`config.mk`:
```
export PLATFORM = sky130hd
export DESIGN_NAME = alu_sliced
export DESIGN_NICKNAME = d
export VERILOG_FILES = /design/src/rtl/alu_pkg.sv /design/src/rtl/alu_ctrl.sv /design/src/rtl/alu_slice.sv /design/src/rtl/alu_chain.sv /design/src/rtl/alu_sliced.sv
export SDC_FILE = /design/constraint.sdc
export NUM_CORES = 1
export LEC_CHECK = 0
export BUFFER_PORTS_ARGS = -buffer_cell sky130_fd_sc_hd__buf_2
export CAP_MARGIN = 20
export CORE_MARGIN = 2
export CORE_UTILIZATION = 45
export DETAILED_ROUTE_END_ITERATION = 12
export PLACE_DENSITY = 0.74
export SLEW_MARGIN = 20
export SYNTH_ARGS = -nofsm -noshare
export SYNTH_HDL_FRONTEND = slang
export SYNTH_SLANG_ARGS = --single-unit
```
`constraint.sdc`:
```
create_clock -name clk -period 12.95 [get_ports clk]
set_input_delay 0 -clock clk [delete_from_list [all_inputs] [get_ports clk]]
set_output_delay 0 -clock clk [all_outputs]
set_load 0.01 [all_outputs]
```
`src/rtl/alu_pkg.sv`:
```
package alu_pkg;
  localparam logic [2:0] OP_AND = 3'b000;
  localparam logic [2:0] OP_OR  = 3'b001;
  localparam logic [2:0] OP_ADD = 3'b010;
  localparam logic [2:0] OP_SUB = 3'b110;
  localparam logic [2:0] OP_SLT = 3'b111;

  typedef enum logic [1:0] {
    SEL_AND  = 2'b00,
    SEL_OR   = 2'b01,
    SEL_SUM  = 2'b10,
    SEL_LESS = 2'b11
  } slice_sel_e;

  typedef struct packed {
    logic       b_flip;
    slice_sel_e sel;
    logic       ovf_en;
    logic       kill;
  } alu_ctrl_t;
endpackage

```
`src/rtl/alu_ctrl.sv`:
```
module alu_ctrl
  import alu_pkg::*;
(
  input  logic [2:0] op,
  output alu_ctrl_t  ctrl
);
  always_comb begin
    ctrl.b_flip = 1'b0;
    ctrl.sel    = SEL_AND;
    ctrl.ovf_en = 1'b0;
    ctrl.kill   = 1'b0;
    case (op)
      OP_AND: ctrl.sel = SEL_AND;
      OP_OR:  ctrl.sel = SEL_OR;
      OP_ADD: begin
        ctrl.sel    = SEL_SUM;
        ctrl.ovf_en = 1'b1;
      end
      OP_SUB: begin
        ctrl.b_flip = 1'b1;
        ctrl.sel    = SEL_SUM;
        ctrl.ovf_en = 1'b1;
      end
      OP_SLT: begin
        ctrl.b_flip = 1'b1;
        ctrl.sel    = SEL_LESS;
      end
      default: ctrl.kill = 1'b1;
    endcase
  end
endmodule

```
`src/rtl/alu_slice.sv`:
```
module alu_slice
  import alu_pkg::*;
(
  input  logic       a_bit,
  input  logic       b_bit,
  input  logic       b_flip,
  input  logic       c_in,
  input  logic       less,
  input  slice_sel_e sel,
  output logic       r_bit,
  output logic       c_out
);
  logic b_eff;
  logic s_bit;

  assign b_eff = b_bit ^ b_flip;
  assign s_bit = a_bit ^ b_eff ^ c_in;
  assign c_out = (a_bit & b_eff) | (a_bit & c_in) | (b_eff & c_in);

  always_comb begin
    case (sel)
      SEL_AND:  r_bit = a_bit & b_eff;
      SEL_OR:   r_bit = a_bit | b_eff;
      SEL_SUM:  r_bit = s_bit;
      SEL_LESS: r_bit = less;
      default:  r_bit = 1'b0;
    endcase
  end
endmodule

```
`src/rtl/alu_chain.sv`:
```
module alu_chain
  import alu_pkg::*;
#(
  parameter int WIDTH = 32
) (
  input  logic [WIDTH-1:0] a,
  input  logic [WIDTH-1:0] b,
  input  logic             b_flip,
  input  slice_sel_e       sel,
  output logic [WIDTH-1:0] res,
  output logic             c_top,
  output logic             ovf
);
  localparam int MSB = WIDTH - 1;

  logic carry [0:WIDTH];
  logic top_sum;
  logic set_sig;

  assign carry[0] = b_flip;

  // The true sign of a - b: top sum bit corrected when the subtraction overflows.
  assign top_sum = a[MSB] ^ b[MSB] ^ b_flip ^ carry[MSB];
  assign ovf     = carry[WIDTH] ^ carry[MSB];
  assign set_sig = top_sum ^ ovf;
  assign c_top   = carry[WIDTH];

  for (genvar i = 0; i < WIDTH; i++) begin : g_slice
    logic less_in;
    if (i == 0) begin : g_lsb
      assign less_in = set_sig;
    end else begin : g_upper
      assign less_in = 1'b0;
    end
    alu_slice u_slice (
      .a_bit  (a[i]),
      .b_bit  (b[i]),
      .b_flip (b_flip),
      .c_in   (carry[i]),
      .less   (less_in),
      .sel    (sel),
      .r_bit  (res[i]),
      .c_out  (carry[i+1])
    );
  end
endmodule

```
`src/rtl/alu_sliced.sv`:
```
module alu_sliced
  import alu_pkg::*;
#(
  parameter int WIDTH = 32
) (
  input  logic             clk,
  input  logic             rst,
  input  logic [WIDTH-1:0] a,
  input  logic [WIDTH-1:0] b,
  input  logic [2:0]       op,
  output logic [WIDTH-1:0] result,
  output logic             zero,
  output logic             overflow,
  output logic             carry_out
);
  localparam int MSB = WIDTH - 1;

  alu_ctrl_t        ctrl;
  logic [WIDTH-1:0] chain_res;
  logic [WIDTH-1:0] next_res;
  logic             chain_c;
  logic             chain_ovf;

  alu_ctrl u_ctrl (
    .op   (op),
    .ctrl (ctrl)
  );

  alu_chain #(.WIDTH(WIDTH)) u_chain (
    .a      (a),
    .b      (b),
    .b_flip (ctrl.b_flip),
    .sel    (ctrl.sel),
    .res    (chain_res),
    .c_top  (chain_c),
    .ovf    (chain_ovf)
  );

  assign next_res = ctrl.kill ? '0 : chain_res;

  always_ff @(posedge clk) begin
    if (rst) begin
      result    <= '0;
      zero      <= 1'b1;
      overflow  <= 1'b0;
      carry_out <= 1'b0;
    end else begin
      result    <= next_res;
      zero      <= ~|next_res;
      overflow  <= chain_ovf & ctrl.ovf_en;
      carry_out <= chain_c;
    end
  end

  // AND is the bitwise AND of the operands one cycle earlier
  assert_and_R2: assert property (@(posedge clk) disable iff (rst)
    (!$past(rst) && $past(op) == OP_AND) |-> (result == ($past(a) & $past(b))));

  // the signed compare fills bit 0 only, with the signed comparison
  assert_slt_R5: assert property (@(posedge clk) disable iff (rst)
    (!$past(rst) && $past(op) == OP_SLT) |->
      (result == {{(WIDTH-1){1'b0}}, ($signed($past(a)) < $signed($past(b)))}));

  // the zero flag tracks the registered result
  assert_zero_R6: assert property (@(posedge clk) disable iff (rst)
    zero == (result == '0));

  // adding operands of opposite sign never overflows
  assert_no_overflow_R7: assert property (@(posedge clk) disable iff (rst)
    (!$past(rst) && $past(op) == OP_ADD && ($past(a[MSB]) != $past(b[MSB]))) |-> !overflow);

  // subtract with differing signs and result sign equal to b's sign overflows
  assert_sub_overflow_R7: assert property (@(posedge clk) disable iff (rst)
    (!$past(rst) && $past(op) == OP_SUB && ($past(a[MSB]) != $past(b[MSB]))
      && (result[MSB] == $past(b[MSB]))) |-> overflow);

  // logic and compare codes never flag overflow
  assert_quiet_ovf_R8: assert property (@(posedge clk) disable iff (rst)
    (!$past(rst) && ($past(op) == OP_AND || $past(op) == OP_OR || $past(op) == OP_SLT))
      |-> !overflow);

  // unused codes give an all-zero result and no overflow
  assert_unused_R9: assert property (@(posedge clk) disable iff (rst)
    (!$past(rst) && ($past(op) == 3'b011 || $past(op) == 3'b100 || $past(op) == 3'b101))
      |-> (result == '0 && zero && !overflow));
endmodule

```
==> results.tsv, run 1 <==
metric	value	unit
Max Cap Viol	0	
grt total ovfl	0	
hold buffers post-CTS	0	
# Post-CTS Setup Buffers	0	
layout cells sized above 1	28.40	%
Core ar.	7647	um^2
port buffer count	103	
largest net degree at the start of global routing	63	
data arrival time of the worst path	12.75	ns
top-count cell post-synth	inv_1	
Lkg Pwr	2.264	nW
Power Density	79.81	nW/um^2
Max Root-Sink Buffers	2	
setup repair after global routing missed its margin	false	
total die area	8548	um^2
status	finished clean	
most common library cells after synthesis	inv_1 (66), nor2_1 (63), ha_1 (61), dfxtp_1 (35), xnor2_1 (35)	
htree depth	2	
Starting Density	46.04	%
most frequent CP cell	fa_1	
crit path from	op[1]	
DRT antenna net count	0	
CTS Buf Count	5	
top-area cell type share of the netlist area	21.68	%
worst endpoint required time	13.13	ns
final hold violation count	0	
routability cong.	0.8616	
vias in the first global route	2706	
drt drc	0	
Cell Area, Synth	3521	um^2
GRT Util Overall	18.47	%
worst setup path endpoint	zero	
CP max FO	2	
worst slack at placement	-0.4459	ns
Critical Path End Type	flip-flop	
First DRT Iteration DRCs	136	
routed vias	2824	
top cells by area, synth	ha_1 (22%), dfxtp_1 (20%), fa_1 (17%)	
Yosys top cell by area	ha_1	
I/O pin count	104	
die width	92.46	um
final net count	659	
syn avg cell area	8.914	um^2
WL final	7778	um
WL/cell	12.92	um
count of pins over their slew limit	0	
Yosys warnings	0	
Max Fclk	79.56	MHz
Rel. slew slack	53.55	%
Root Driver	clkbuf_8	
Startpoint Class	input pin	
Yosys reg bits	35	
Hold Crit Class	in2reg	
Crit Path Class	in2reg	
Setup TNS	0	ns
final setup violating endpoints	0	
initial antenna violation count	0	
fin crit period	12.57	ns
sequential element share of the synthesized area	19.90	%
CTS tree	done	
drt pass-1 iters	7	
Crit-path slowest cell	fa_1	
Ant. Diodes	0	
Util after Layout	56.09	%
Distinct cells, synth	25	
cells after synthesis	395	
Most used DFF post-synth	dfxtp_1	
number of synthesized flops with an enable pin	0	
Synth Net Count	555	
Max IR drop VDD	40.30	uV
first-pass GRT wire length	12650	um
async set-reset flop share out of synthesis	0	%
Area growth syn-to-layout	21.82	%
Setup WS post-layout	0.3809	ns
Worst-Margin Slew	0.6952	ns
Vias/cell	4.691	
largest stage delay on the critical path	0.41	ns
hpwl dp	6357	um
die height	92.46	um
final period utilization	97.06	%
TritonCTS sink count	35	
FP Rows	32	
clock slew seen by the registers of the worst setup and hold paths	0.06	ns
-- metrics by stage --
stage | instance area (um^2) | power, mW | std cells | hold WS (ns)
6_report | 4289 | 0.3423 | 602 | 0.1687
3_3_place_gp | 4164 | 0.2631 | 594 | 0.3957
2_1_floorplan | 3521 | 0.2165 | 395 | 0.1633
4_1_cts | 4260 | 0.3428 | 602 | 0.1539
3_5_place_dp | 4169 | 0.2693 | 594 | 0.3943
5_1_grt | 4289 | 0.3713 | 602 | 0.1901
-- routing by layer --
metal / share of wire (%) / track usage [%]
met1: 44 / 24.27
met2: 48 / 31.33
met3: 6.1 / 3.255
met4: 2.0 / 4.975
met5: 0 / 0
-- where the power goes --
group | internal [mW] | switching (mW) | leakage [nW] | total, mW
Combinational | 0.0655 | 0.0852 | 1.93 | 0.151
Clock | 0.0367 | 0.0365 | 0.0477 | 0.0732
Sequential | 0.117 | 0.00187 | 0.288 | 0.118
Total | 0.219 | 0.124 | 2.26 | 0.342
-- timing repair --
item | CTS | global route
gates resized for setup | 3 | 12
endpoints found under the hold margin | 0 | 0
setup endpoints to repair | 2 | 4
-- worst max-delay path: cells and delay by family --
kind / cells / cell delay, ns
adders and majority gates: 31 / 11.39
xor gates and xnor gates: 3 / 0.41
buffers and inverters: 2 / 0.20
AOI/OAI and AO/OA: 4 / 0.60
and+or+nand+nor: 2 / 0.17
-- cell type report --
| type | count | area, um^2 |
|---|---|---|
| Clock buffer | 5 | 68.82 |
| Clock inverter | 3 | 15.01 |
| Fill cell | 701 | 3358 |
| Inverter | 66 | 247.7 |
| Multi-Input combinational cell | 274 | 2509 |
| Sequential cell | 35 | 700.7 |
| Tap cell | 102 | 127.6 |
| Timing Repair Buffer | 117 | 620.6 |
-- cells by family after synthesis --
| kind of cell | synth area share (%) |
|---|---|
| mux | 1.422 |
| fa+ha+maj | 39.02 |
| xor+xnor | 8.955 |
| compound gates | 11.30 |
| flops | 19.90 |
| buf+inv | 10.23 |
| simple gates | 9.168 |
-- how the worst min path moves through the flow --
stage | startpoint | endpoint | slack [ns] | cells past startpoint
2_1_floorplan | op[1] | overflow | 0.16 | 2
3_3_place_gp | result[4] | result[4] | 0.40 | 1
3_5_place_dp | result[28] | result[28] | 0.39 | 1
4_1_cts | op[1] | result[0] | 0.15 | 4
5_1_grt | op[1] | overflow | 0.19 | 4
6_report | rst | result[30] | 0.17 | 2
-- cells in the final DEF (no fill, tap or decap) --
cell / instances
a21oi_1: 28
a21oi_2: 1
a22oi_1: 30
a41o_1: 1
buf_2: 103
buf_4: 14
clkbuf_8: 5
clkinv_2: 3
dfxtp_1: 35
fa_1: 17
fa_2: 13
ha_1: 61
inv_1: 66
maj3_1: 1
mux2i_1: 5
nand2_1: 1
nand2_2: 1
nand2b_1: 1
nand3_1: 1
nand4_1: 7
nor2_1: 62
nor2_2: 1
nor2b_4: 1
nor3_1: 1
nor4_1: 2
o21ai_0: 1
o21ai_1: 1
o21bai_1: 1
xnor2_1: 35
xor2_1: 1
-- registers in the layout, indices dropped and copies added (netlist names) --
register / count
carry_out: 1
overflow: 1
result: 32
zero: 1
(Power assumes the default switching activity.)
==> inputs of run 2 (changes only) <==
--- a/config.mk
+++ b/config.mk
@@ -11,6 +11,7 @@
 export CORE_UTILIZATION = 45
 export DETAILED_ROUTE_END_ITERATION = 12
 export PLACE_DENSITY = 0.74
+export RECOVER_POWER = 50
 export SLEW_MARGIN = 20
 export SYNTH_ARGS = -nofsm -noshare
 export SYNTH_HDL_FRONTEND = slang
==> results.tsv, run 2 (same netlist as run 1, synthesis figures left out) <==
metric	value	unit
I/O pin count	104	
die height	92.46	um
port buffer count	103	
drt drc	0	
most frequent CP cell	fa_1	
total die area	8548	um^2
Crit Path Class	in2reg	
Root Driver	clkbuf_8	
hold buffers post-CTS	0	
Max IR drop VDD	40.00	uV
vias in the first global route	2706	
final net count	659	
routed vias	2816	
DRT antenna net count	0	
final period utilization	97.02	%
drt pass-1 iters	6	
CTS tree	done	
final instance area	4247	um^2
Setup TNS	0	ns
CP max FO	2	
Max Root-Sink Buffers	2	
status	finished clean	
Crit-path slowest cell	fa_1	
most frequent cells in the layout	buf_2 (69), inv_1 (66), nor2_1 (62)	
worst slack at placement	-0.4459	ns
Reg with most FFs	result	
final hold violation count	0	
Hold Crit Class	in2reg	
largest net degree at the start of global routing	63	
grt total ovfl	0	
final setup violating endpoints	0	
Max Fclk	79.59	MHz
Vias/cell	4.678	
Hold Path Depth	2	
worst endpoint required time	13.13	ns
WL/cell	13.05	um
Util after Layout	55.53	%
Ant. Diodes	0	
worst hold endpoint	result[30]	
Startpoint Class	input pin	
largest stage delay on the critical path	0.41	ns
setup repair after global routing missed its margin	false	
Core ar.	7647	um^2
Max Cap Viol	0	
FP Rows	32	
Power Density	80.23	nW/um^2
die width	92.46	um
TritonCTS sink count	35	
Critical Path End Type	flip-flop	
Worst-Margin Slew	0.7234	ns
first-pass GRT wire length	12650	um
Starting Density	46.04	%
htree depth	2	
Area after DPL	4169	um^2
First DRT Iteration DRCs	139	
initial antenna violation count	0	
Lkg Pwr	2.129	nW
Hold Crit Start	rst	
CTS Buf Count	5	
Rel. slew slack	51.67	%
max FFs per register	32	
commonest non-fill, non-tap cell in the layout	buf_2	
count of pins over their slew limit	0	
data arrival time of the worst path	12.74	ns
layout cells sized above 1	21.60	%
clock slew seen by the registers of the worst setup and hold paths	0.06	ns
Setup WS post-layout	0.3861	ns
WL final	7855	um
Area growth syn-to-layout	20.61	%
hpwl dp	6357	um
routability cong.	0.8616	
GRT Util Overall	18.47	%
fin crit period	12.56	ns
==> run 2: how the worst max path moves through the flow <==
stage	startpoint	end	slack, ns	cells after the start
2_1_floorplan	op[1]	zero	0.21	41
4_1_cts	op[1]	zero	0.001	42
3_3_place_gp	op[1]	zero	-0.23	42
5_1_grt	op[2]	zero	0.01	42
3_5_place_dp	op[1]	zero	-0.45	42
6_report	op[1]	zero	0.39	42
==> run 2: what timing repair did <==
action                                  CTS  global route
resized for setup                         3            12
setup buffers                             0             0
endpoints found under the setup margin    2             4
==> run 2: critical path, delay by kind of cell <==
| kind | cells | cell delay [ns] |
|---|---|---|
| fa+ha+maj | 31 | 11.35 |
| simple gates | 2 | 0.17 |
| buf+inv | 2 | 0.20 |
| compound gates | 4 | 0.60 |
| xor+xnor | 3 | 0.41 |
==> run 2: per-stage QoR <==
step	instances	hold WS (ns)	power, mW
final	602	0.1686	0.3407
after global routing	602	0.1901	0.3695
after CTS	602	0.1539	0.3428
after detailed placement	594	0.3943	0.2693
after global placement	594	0.3957	0.2631
after floorplan	395	0.1633	0.2165
==> run 2: final cells by class <==
class | instances | area, um^2
Inverter | 66 | 247.7
Timing Repair Buffer | 117 | 578.1
Sequential cell | 35 | 700.7
Clock inverter | 3 | 15.01
Tap cell | 102 | 127.6
Fill cell | 711 | 3401
Clock buffer | 5 | 68.82
Multi-Input combinational cell | 274 | 2509
==> run 2: routing by layer <==
metal  GRT usage (%)  wire length [um]  up-vias
met5               0                 0        -
met3           3.255               477       11
li1                -                 -     1435
met4           4.975               120        0
met1           24.27              3494     1279
met2           31.33              3763       91
==> run 2: power by group <==
group / switching, mW / internal, mW / total, mW
logic: 0.0855 / 0.0633 / 0.149
clock network: 0.0365 / 0.0367 / 0.0731
registers: 0.00217 / 0.117 / 0.119
==> inputs of run 3 (changes only) <==
--- a/config.mk
+++ b/config.mk
@@ -7,6 +7,7 @@
 export LEC_CHECK = 0
 export BUFFER_PORTS_ARGS = -buffer_cell sky130_fd_sc_hd__buf_2
 export CAP_MARGIN = 20
+export CORE_ASPECT_RATIO = 1.4
 export CORE_MARGIN = 2
 export CORE_UTILIZATION = 45
 export DETAILED_ROUTE_END_ITERATION = 12
==> results.tsv, run 3 (same netlist as run 1, synthesis figures left out) <==
metric	value	unit
Vias/cell	4.756	
Lkg Pwr	2.130	nW
routed vias	2849	
Crit path depth	42	
drt drc	0	
Power Density	85.58	nW/um^2
CP max FO	2	
fin crit period	12.63	ns
final hold violation count	0	
final period utilization	97.55	%
largest net degree at the start of global routing	63	
layout cells sized above 1	21.24	%
Reg with most FFs	result	
TritonCTS sink count	35	
Util after Layout	55.72	%
status	finished clean	
I/O pin count	104	
Design Power	0.3650	mW
clock slew seen by the registers of the worst setup and hold paths	0.06	ns
die width	78.76	um
Setup TNS	0	ns
worst setup path endpoint	zero	
Max Cap Viol	0	
Buf+Inv Stages, Crit Path	2	
hold buffers post-CTS	0	
First DRT Iteration DRCs	119	
vias in the first global route	2836	
port buffer count	103	
CTS tree	done	
FP Rows	38	
DRT antenna net count	0	
Max Root-Sink Buffers	2	
Max Fclk	79.16	MHz
Core ar.	7655	um^2
first-pass GRT wire length	12330	um
Startpoint Class	input pin	
setup repair after global routing missed its margin	false	
Worst-Margin Slew	0.6511	ns
worst endpoint required time	13.13	ns
largest stage delay on the critical path	0.41	ns
max FFs per register	32	
GRT Util Overall	18.44	%
Crit-path slowest cell	fa_1	
commonest non-fill, non-tap cell in the layout	buf_2	
final setup violating endpoints	0	
CTS Buf Count	5	
Top delay family on crit path	adder cells	
Rel. slew slack	56.60	%
drt pass-1 iters	4	
Hold Crit Class	in2reg	
die height	108.7	um
crit path from	op[1]	
hold slack final	0.1605	ns
Critical Path End Type	flip-flop	
most frequent cells in the layout	buf_2 (67), inv_1 (66), nor2_1 (62)	
data arrival time of the worst path	12.82	ns
Max IR drop VDD	66.48	uV
routability cong.	0.8957	
hpwl dp	6442	um
Root Driver	clkbuf_8	
WL/cell	13.01	um
most frequent CP cell	fa_1	
count of pins over their slew limit	0	
Starting Density	46.00	%
total die area	8558	um^2
# Post-CTS Setup Buffers	0	
initial antenna violation count	0	
Crit Path Class	in2reg	
final net count	658	
htree depth	2	
grt total ovfl	0	
WL final	7794	um
Area growth syn-to-layout	21.14	%
Ant. Diodes	0	
-- run 3: changes by cell type in the layout (fill, tap and decap cells not counted), sizes merged --
cell,before,now
buf,83,81
clkbuf,39,41
clkinv,3,1
bufinv,0,1
-- run 3: worst min-delay path: stages --
cell and delay (ns):
buf_2 0.10, buf_4 0.13, a22oi_1 0.10, nor2_1 0.08
-- run 3: routing by layer --
| metal | track usage (%) | vias to the layer above | routed length [um] |
|---|---|---|---|
| li1 | - | 1433 | - |
| met1 | 21.24 | 1334 | 3128 |
| met2 | 35.16 | 71 | 4211 |
| met3 | 1.076 | 11 | 302 |
| met4 | 7.393 | 0 | 152 |
| met5 | 0 | - | 0 |
-- run 3: worst min path at each step --
stage	cells after the start	slack [ns]	from	end
4_1_cts	4	0.15	op[1]	result[0]
2_1_floorplan	2	0.16	op[1]	overflow
3_5_place_dp	1	0.39	result[19]	result[19]
6_report	4	0.16	op[1]	result[0]
3_3_place_gp	1	0.40	result[18]	result[18]
5_1_grt	4	0.18	op[1]	result[0]
-- run 3: timing repair --
item                       in CTS  in global routing
setup endpoints to repair       3                  3
gates resized for setup         9                  6
gates cloned                    0                  0
-- run 3: power breakdown --
group	switching [mW]	internal, mW	leakage (nW)	total, mW
sequential	0.00228	0.117	0.288	0.119
clock	0.0356	0.0622	0.0612	0.0978
combinational	0.0850	0.0634	1.78	0.148
-- run 3: metrics by stage --
stage | cell area [um^2] | setup WS (ns) | std cells
detailed placement | 4154 | -0.6048 | 591
global route | 4265 | 0.004576 | 599
global placement | 4154 | -0.2778 | 591
CTS | 4292 | 0.02834 | 599
finish | 4265 | 0.3170 | 599
floorplan | 3521 | 0.2063 | 395
-- run 3: cell type report --
| type | count | area, um^2 |
|---|---|---|
| clock inverter | 2 | 35.03 |
| tap | 100 | 125.1 |
| multi-input combinational | 274 | 2502 |
| timing repair buffer | 116 | 571.8 |
| sequential | 35 | 700.7 |
| fill | 727 | 3390 |
| clock buffer | 6 | 82.58 |
| inverter | 66 | 247.7 |
